### src/rtl/ecc_log_pkg.sv
package ecc_log_pkg;

   // register byte offsets
   localparam int OFF_PTR  = 0;
   localparam int OFF_SYN  = 4;
   localparam int OFF_CHAN = 5;
   localparam int OFF_STAT = 8;

   // status register layout
   localparam int STAT_W  = 16;
   localparam int CE_BIT  = 0;
   localparam int UE_BIT  = 7;
   localparam logic [STAT_W-1:0] STAT_IMPL = (STAT_W'(1) << CE_BIT) | (STAT_W'(1) << UE_BIT);

   typedef enum logic [1:0] {
      CAP_NONE = 2'd0,
      CAP_CE   = 2'd1,
      CAP_UE   = 2'd2
   } cap_sel_e;

endpackage

### src/rtl/ecc_log_status.sv
module ecc_log_status #(
   parameter int                  W    = 16,
   parameter logic [W-1:0]        IMPL = '1
) (
   input  logic         clk,
   input  logic         rst_n,
   input  logic [W-1:0] set_i,
   input  logic [W-1:0] clr_i,
   output logic [W-1:0] stat_o
);

   if (W < 1) begin : g_bad_w
      $error("ecc_log_status: W must be at least 1");
   end

   logic unused_inputs;
   assign unused_inputs = ^{set_i & ~IMPL, clr_i & ~IMPL};

   for (genvar i = 0; i < W; i++) begin : g_bit
      if (IMPL[i]) begin : g_flop
         logic bit_q;
         always_ff @(posedge clk or negedge rst_n) begin
            if (!rst_n)        bit_q <= 1'b0;
            else if (set_i[i]) bit_q <= 1'b1;
            else if (clr_i[i]) bit_q <= 1'b0;
         end
         assign stat_o[i] = bit_q;

         AST_SET_WINS: assert property (@(posedge clk) disable iff (!rst_n)
            set_i[i] |=> stat_o[i]) else $error("event lost against clear");
         AST_STICKY_BIT: assert property (@(posedge clk) disable iff (!rst_n)
            (stat_o[i] && !clr_i[i]) |=> stat_o[i]) else $error("flag dropped");
         AST_CLR_TAKES: assert property (@(posedge clk) disable iff (!rst_n)
            (clr_i[i] && !set_i[i]) |=> !stat_o[i]) else $error("clear ignored");
      end else begin : g_tie
         assign stat_o[i] = 1'b0;
      end
   end

endmodule

### src/rtl/ecc_log_capture.sv
module ecc_log_capture
   import ecc_log_pkg::*;
#(
   parameter int ADDR_W    = 32,
   parameter int GRAIN_LSB = 12,
   parameter int SYN_W     = 8,
   parameter int CHAN_W    = 1,
   localparam int PG_W     = ADDR_W - GRAIN_LSB
) (
   input  logic              clk,
   input  logic              rst_n,
   input  logic              ce_pulse,
   input  logic              ue_pulse,
   input  logic [PG_W-1:0]   err_page,
   input  logic [SYN_W-1:0]  err_syn,
   input  logic [CHAN_W-1:0] err_chan,
   input  logic              ce_logged,
   input  logic              ue_logged,
   input  logic              ce_clr,
   input  logic              ue_clr,
   output logic [PG_W-1:0]   page_o,
   output logic [SYN_W-1:0]  syn_o,
   output logic [CHAN_W-1:0] chan_o
);

   if (PG_W < 1) begin : g_bad_grain
      $error("ecc_log_capture: GRAIN_LSB must be below ADDR_W");
   end

   logic     eff_ce, eff_ue;
   cap_sel_e sel;

   // ownership judged on flags after this cycle's clear
   always_comb begin
      eff_ce = ce_logged & ~ce_clr;
      eff_ue = ue_logged & ~ue_clr;
      sel    = CAP_NONE;
      if (ue_pulse && !eff_ue)
         sel = CAP_UE;
      else if (ce_pulse && !ue_pulse && !eff_ce && !eff_ue)
         sel = CAP_CE;
   end

   always_ff @(posedge clk or negedge rst_n) begin
      if (!rst_n) begin
         page_o <= '0;
         syn_o  <= '0;
         chan_o <= '0;
      end else if (sel != CAP_NONE) begin
         page_o <= err_page;
         syn_o  <= err_syn;
         chan_o <= err_chan;
      end
   end

   AST_CE_KEEPS_LOG: assert property (@(posedge clk) disable iff (!rst_n)
      (ce_pulse && !ue_pulse && (ce_logged || ue_logged) && !ce_clr && !ue_clr)
      |=> ($stable(page_o) && $stable(syn_o) && $stable(chan_o)))
      else $error("correctable event overwrote log");
   AST_UE_REPLACES: assert property (@(posedge clk) disable iff (!rst_n)
      (ue_pulse && !(ue_logged && !ue_clr))
      |=> (page_o == $past(err_page) && syn_o == $past(err_syn) && chan_o == $past(err_chan)))
      else $error("uncorrectable event not captured");
   AST_UE_HELD: assert property (@(posedge clk) disable iff (!rst_n)
      (ue_logged && !ue_clr) |=> ($stable(page_o) && $stable(syn_o)))
      else $error("logged uncorrectable event displaced");
   AST_IDLE_HOLD: assert property (@(posedge clk) disable iff (!rst_n)
      (!ce_pulse && !ue_pulse) |=> ($stable(page_o) && $stable(syn_o) && $stable(chan_o)))
      else $error("log changed without event");

endmodule

### src/rtl/ecc_log_regs.sv
module ecc_log_regs
   import ecc_log_pkg::*;
#(
   parameter int REG_AW    = 4,
   parameter int ADDR_W    = 32,
   parameter int GRAIN_LSB = 12,
   parameter int SYN_W     = 8,
   parameter int CHAN_W    = 1,
   parameter int SW        = 16,
   localparam int PG_W     = ADDR_W - GRAIN_LSB
) (
   input  logic [REG_AW-1:0] reg_addr,
   input  logic              reg_wr_en,
   input  logic [7:0]        reg_wdata,
   input  logic [PG_W-1:0]   page_i,
   input  logic [SYN_W-1:0]  syn_i,
   input  logic [CHAN_W-1:0] chan_i,
   input  logic [SW-1:0]     stat_i,
   output logic [7:0]        reg_rdata,
   output logic [SW-1:0]     stat_clr_o
);

   localparam int PTR_BYTES  = ADDR_W / 8;
   localparam int STAT_BYTES = SW / 8;
   localparam logic [REG_AW-1:0] A_PTR  = REG_AW'(OFF_PTR);
   localparam logic [REG_AW-1:0] A_SYN  = REG_AW'(OFF_SYN);
   localparam logic [REG_AW-1:0] A_CHAN = REG_AW'(OFF_CHAN);
   localparam logic [REG_AW-1:0] A_STAT = REG_AW'(OFF_STAT);

   if (ADDR_W % 8 != 0 || SW % 8 != 0) begin : g_bad_bytes
      $error("ecc_log_regs: ADDR_W and SW must be whole bytes");
   end
   if (SYN_W > 8 || CHAN_W > 8) begin : g_bad_fields
      $error("ecc_log_regs: syndrome and channel must fit one byte");
   end
   if (OFF_PTR + PTR_BYTES > OFF_SYN || OFF_STAT + STAT_BYTES > (1 << REG_AW)) begin : g_bad_map
      $error("ecc_log_regs: register map overlaps or exceeds offset space");
   end

   logic [ADDR_W-1:0] ptr;
   assign ptr = {page_i, {GRAIN_LSB{1'b0}}};

   always_comb begin
      reg_rdata = '0;
      for (int b = 0; b < PTR_BYTES; b++) begin
         if (reg_addr == A_PTR + REG_AW'(b)) reg_rdata = ptr[8*b +: 8];
      end
      if (reg_addr == A_SYN)  reg_rdata[SYN_W-1:0]  = syn_i;
      if (reg_addr == A_CHAN) reg_rdata[CHAN_W-1:0] = chan_i;
      for (int b = 0; b < STAT_BYTES; b++) begin
         if (reg_addr == A_STAT + REG_AW'(b)) reg_rdata = stat_i[8*b +: 8];
      end
   end

   always_comb begin
      stat_clr_o = '0;
      for (int b = 0; b < STAT_BYTES; b++) begin
         if (reg_wr_en && reg_addr == A_STAT + REG_AW'(b)) stat_clr_o[8*b +: 8] = reg_wdata;
      end
   end

endmodule

### src/rtl/ecc_err_log.sv
module ecc_err_log
   import ecc_log_pkg::*;
#(
   parameter int ADDR_W    = 32,
   parameter int GRAIN_LSB = 12,
   parameter int SYN_W     = 8,
   parameter int CHAN_W    = 1,
   parameter int REG_AW    = 4
) (
   input  logic              clk,
   input  logic              rst_n,
   input  logic              ce_pulse,
   input  logic              ue_pulse,
   input  logic [ADDR_W-1:0] err_addr,
   input  logic [SYN_W-1:0]  err_syn,
   input  logic [CHAN_W-1:0] err_chan,
   input  logic [REG_AW-1:0] reg_addr,
   input  logic              reg_wr_en,
   input  logic [7:0]        reg_wdata,
   output logic [7:0]        reg_rdata
);

   localparam int PG_W = ADDR_W - GRAIN_LSB;

   if (GRAIN_LSB < 0 || GRAIN_LSB >= ADDR_W) begin : g_bad_grain
      $error("ecc_err_log: GRAIN_LSB out of range");
   end

   logic unused_low;
   assign unused_low = ^err_addr[GRAIN_LSB-1:0];

   logic [STAT_W-1:0] stat, stat_set, stat_clr;
   logic [PG_W-1:0]   page;
   logic [SYN_W-1:0]  syn;
   logic [CHAN_W-1:0] chan;

   always_comb begin
      stat_set         = '0;
      stat_set[CE_BIT] = ce_pulse;
      stat_set[UE_BIT] = ue_pulse;
   end

   ecc_log_status #(.W(STAT_W), .IMPL(STAT_IMPL)) u_status (
      .clk    (clk),
      .rst_n  (rst_n),
      .set_i  (stat_set),
      .clr_i  (stat_clr),
      .stat_o (stat)
   );

   ecc_log_capture #(
      .ADDR_W(ADDR_W), .GRAIN_LSB(GRAIN_LSB), .SYN_W(SYN_W), .CHAN_W(CHAN_W)
   ) u_capture (
      .clk       (clk),
      .rst_n     (rst_n),
      .ce_pulse  (ce_pulse),
      .ue_pulse  (ue_pulse),
      .err_page  (err_addr[ADDR_W-1:GRAIN_LSB]),
      .err_syn   (err_syn),
      .err_chan  (err_chan),
      .ce_logged (stat[CE_BIT]),
      .ue_logged (stat[UE_BIT]),
      .ce_clr    (stat_clr[CE_BIT]),
      .ue_clr    (stat_clr[UE_BIT]),
      .page_o    (page),
      .syn_o     (syn),
      .chan_o    (chan)
   );

   ecc_log_regs #(
      .REG_AW(REG_AW), .ADDR_W(ADDR_W), .GRAIN_LSB(GRAIN_LSB),
      .SYN_W(SYN_W), .CHAN_W(CHAN_W), .SW(STAT_W)
   ) u_regs (
      .reg_addr   (reg_addr),
      .reg_wr_en  (reg_wr_en),
      .reg_wdata  (reg_wdata),
      .page_i     (page),
      .syn_i      (syn),
      .chan_i     (chan),
      .stat_i     (stat),
      .reg_rdata  (reg_rdata),
      .stat_clr_o (stat_clr)
   );

   AST_BOTH_PULSES: assert property (@(posedge clk) disable iff (!rst_n)
      (ce_pulse && ue_pulse) |=> (stat[CE_BIT] && stat[UE_BIT]))
      else $error("simultaneous events not both flagged");

endmodule

### config.mk
export PLATFORM = sky130hd
export DESIGN_NAME = ecc_err_log
export DESIGN_NICKNAME = d
export VERILOG_FILES = /design/src/rtl/ecc_log_pkg.sv /design/src/rtl/ecc_log_status.sv /design/src/rtl/ecc_log_capture.sv /design/src/rtl/ecc_log_regs.sv /design/src/rtl/ecc_err_log.sv
export SDC_FILE = /design/constraint.sdc
export NUM_CORES = 1
export LEC_CHECK = 0
export BUFFER_PORTS_ARGS = -buffer_cell sky130_fd_sc_hd__clkbuf_2
export CORE_AREA = 4 4 81 60
export DETAILED_ROUTE_END_ITERATION = 16
export DIE_AREA = 0 0 85 64
export PLACE_DENSITY_LB_ADDON = 0.15
export SYNTH_ARGS = -nofsm -noshare
export SYNTH_HDL_FRONTEND = slang
export SYNTH_SLANG_ARGS = --single-unit
### constraint.sdc
create_clock -name clk -period 1.72 [get_ports clk]
set_clock_uncertainty 0.1 [all_clocks]
set_input_delay 0.086 -clock clk [delete_from_list [all_inputs] [get_ports clk]]
set_output_delay 0.086 -clock clk [all_outputs]
set_load 0.005 [all_outputs]
==> impl_results.md <==
* Status: finished, final reports clean
* Ys async rst share at 100%
* Root Buffer: clkbuf_8
* N_diodes at 0
* Clk pwr share at about a quarter
* Pwr/cell area at between 800 and 900 nW/um^2
* Initial antenna violation count at 0
* Layout cells sized above 1 at between 40% and 50%
* Max-slew violation count at 0
* H-tree Lvls at 2
* Die width at approximately 85 microns
* Max_slew headroom at roughly 50%
* Tightest Hold Check Type: input port to register
* Internal cell power at between 1500 and 2000 uW
* Startpoint Class: register
* Final Hold Violating Endpoints at 0
* Vias post-DR at about 1300
* Drt pass-1 iters at 4
* Synthesized cell area at 1590 sq um
* Fin crit share at between 90 and 100%
* Post-synth EDFFs at 0
* Initial Utilization at a little under two fifths
* Worst Path Arrival at approximately 1400 ps
* Grt total ovfl at 0
* Setup TNS at 0 ps
* Die area at around 5400 sq um
* Net Count, Synth at 183
* Design area at between 2000 and 2500 sq um
* Required @ worst endpoint at approximately 1500 ps
* Commonest cells after routing, fill and taps aside: clkbuf_2 (47), dlygate4sd3_1 (33), dfrtp_1 (31)
* TritonCTS clock tree: built
* Commonest non-fill, non-tap cell in the layout: clkbuf_2
* Iteration-0 DRC Markers at 50
* Yosys top cell area share at between 40% and 50%
* IO Pins at between 60 and 70
* Fmax achieved at 630 MHz
* Pin count of the biggest net entering global routing at 32
* Clock Pin Slew Worst Setup and Hold Paths at approximately 60 ps
* Final core occ at roughly 56%
* Sw Share at about a quarter
* CP Capture Type: primary output
* Hold WS at around 190 ps
* RSZ-0062 raised after global routing: no
* Slew @ Worst Pin at around 760 ps
* Static Leak at around 0.0011 uW
* Avg Cell Area, Syn at about 13 sq um
* Num rows at 20
* Finish-stage setup viols at 0
* CP Max Fanout at 2
* Antenna Nets Post-Route at 0
* Sw Pwr at 501 uW
* Seq pwr share at about half
* Post-DP HPWL at between 2000 and 3000 microns
* Crit path kind: register to primary output
* First-pass GRT wire length at between 6000 and 7000 microns
* Net count, final at 270
* Worst skew pair latency at about 280 ps
* Clock Sinks at 31
* Primary FF master, synth: dfrtp_1
* Routability cong. at ~0.81
* Yosys reg bits at 31
* DR DRC count at 0
* Max Root-Sink Buffers at 2
* CTS Buf Count at 5
* Via density at 4.75
* P&R area growth vs syn at 46.4%
* Chip Height at roughly 64 microns
* All-Layer GR Usage at about 15%
* DP Area at 1900 sq um
* Synthesized instance count at 125
* Crit path time final at 1590 ps
* Power, Total at between 2000 and 2500 uW
* Most area-consuming cells after synthesis: dfrtp_1 (49%), mux2_2 (16%), mux2_4 (9.5%), mux2i_1 (2.5%), a22oi_1 (2.4%)
* # Max-Cap Violations at 0
* Worst vdd ir at roughly 0.46 mV
* Yosys warns at 0
* Buffers on Ports at 47
* Core area at ~4200 sq um
* Vias in the first global route at approximately 1300
* Unique cell type count in the Yosys netlist at 33
* Final WL at 3640 microns
* Most area-hungry cell type in the Yosys netlist: dfrtp_1
* Seq/Total Area, Yosys at approximately half
* Combinational group share of total power at about a quarter
* DR WL/cell at 13.6 microns
==> flip-flops by register name, summed over array words and instances, names as in the netlist <==
register and cells:
u_capture.chan_o 1, u_status.g_bit.g_flop.bit_q 2, u_capture.page_o 20, u_capture.syn_o 8
==> final cells by class <==
class / instances / area [sq um]
flip-flops and latches: 31 / 776
clock inverters: 1 / 5.00
multi-input cells: 83 / 749
clock buffers: 7 / 76.3
fillers: 357 / 1850
well taps: 55 / 68.8
inverters: 3 / 11.3
repair buffers: 88 / 638
==> stage by stage <==
stage          worst slack, ps  std cells
2_1_floorplan              204        125
3_3_place_gp               113        226
3_5_place_dp              86.1        226
4_1_cts                   8.91        267
5_1_grt                   32.8        268
6_report                   134        268
==> power groups by stage <==
| stage | Sequential [uW] | Clock [uW] | Combinational, uW |
|---|---|---|---|
| 2_1_floorplan | 969 | 0 | 304 |
| 3_3_place_gp | 995 | 0 | 415 |
| 3_5_place_dp | 999 | 0 | 424 |
| 4_1_cts | 987 | 557 | 484 |
| 5_1_grt | 1000 | 603 | 541 |
| 6_report | 984 | 536 | 489 |
==> metal layers <==
metal	vias up	share of wire (%)	wire, microns	GRT usage (%)
li1	625	-	-	-
met1	601	47	1710	18.7
met2	39	44	1610	22.5
met3	9	7.1	260	5.67
met4	0	1.6	60	5.34
met5	-	0	0	0
==> final timing paths <==
path                                                  endpoint  slack (ps)                      startpoint  cells past startpoint
worst max-delay path                              reg_rdata[6]         130            u_capture.page_o[18]                      5
worst min-delay path            u_status.g_bit[7].g_flop.bit_q         190                    reg_wdata[7]                      3
worst max register to register            u_capture.page_o[11]         160  u_status.g_bit[0].g_flop.bit_q                      5
worst min register to register            u_capture.page_o[19]         400            u_capture.page_o[19]                      1
max in group asynchronous                   u_capture.syn_o[6]         700                           rst_n                      2
min in group asynchronous                 u_capture.page_o[14]         320                           rst_n                      2
==> critical path, stage by stage, from the launching register on <==
cell and delay [ps]:
dfrtp_1 390, mux2_2 270, a22oi_1 190, o21a_1 130
nor2_1 40, clkbuf_2 110
==> cells in the mapped netlist, types with 2 or more instances <==
cell and n:
buf_6 2, nand3_1 4, nor2_1 10, mux2i_1 4, nor2b_1 2, a22oi_1 5, clkbuf_1 3, a21oi_1 2
o21a_1 4, mux2_2 22, mux2_4 10, dfrtp_1 31, inv_1 3, a31oi_1 3, nand4_1 2
==> cells by family (layout without fill, tap and decap cells) <==
group	count (synthesis)	after routing	share of synthesized area (%)
buf+inv	11	99	4.89
compound gates	22	22	10.3
simple gates	25	25	8.35
mux	36	36	27.6
flops	31	31	48.9
==> timing repair <==
item | in CTS | in global routing
endpoints found under the hold margin | 62 | 0
hold buffers | 33 | 0
gates resized for setup | 0 | 2
setup endpoints to repair | 0 | 1
setup buffers | 0 | 1
Note: power is estimated with default switching activity, not from simulation.
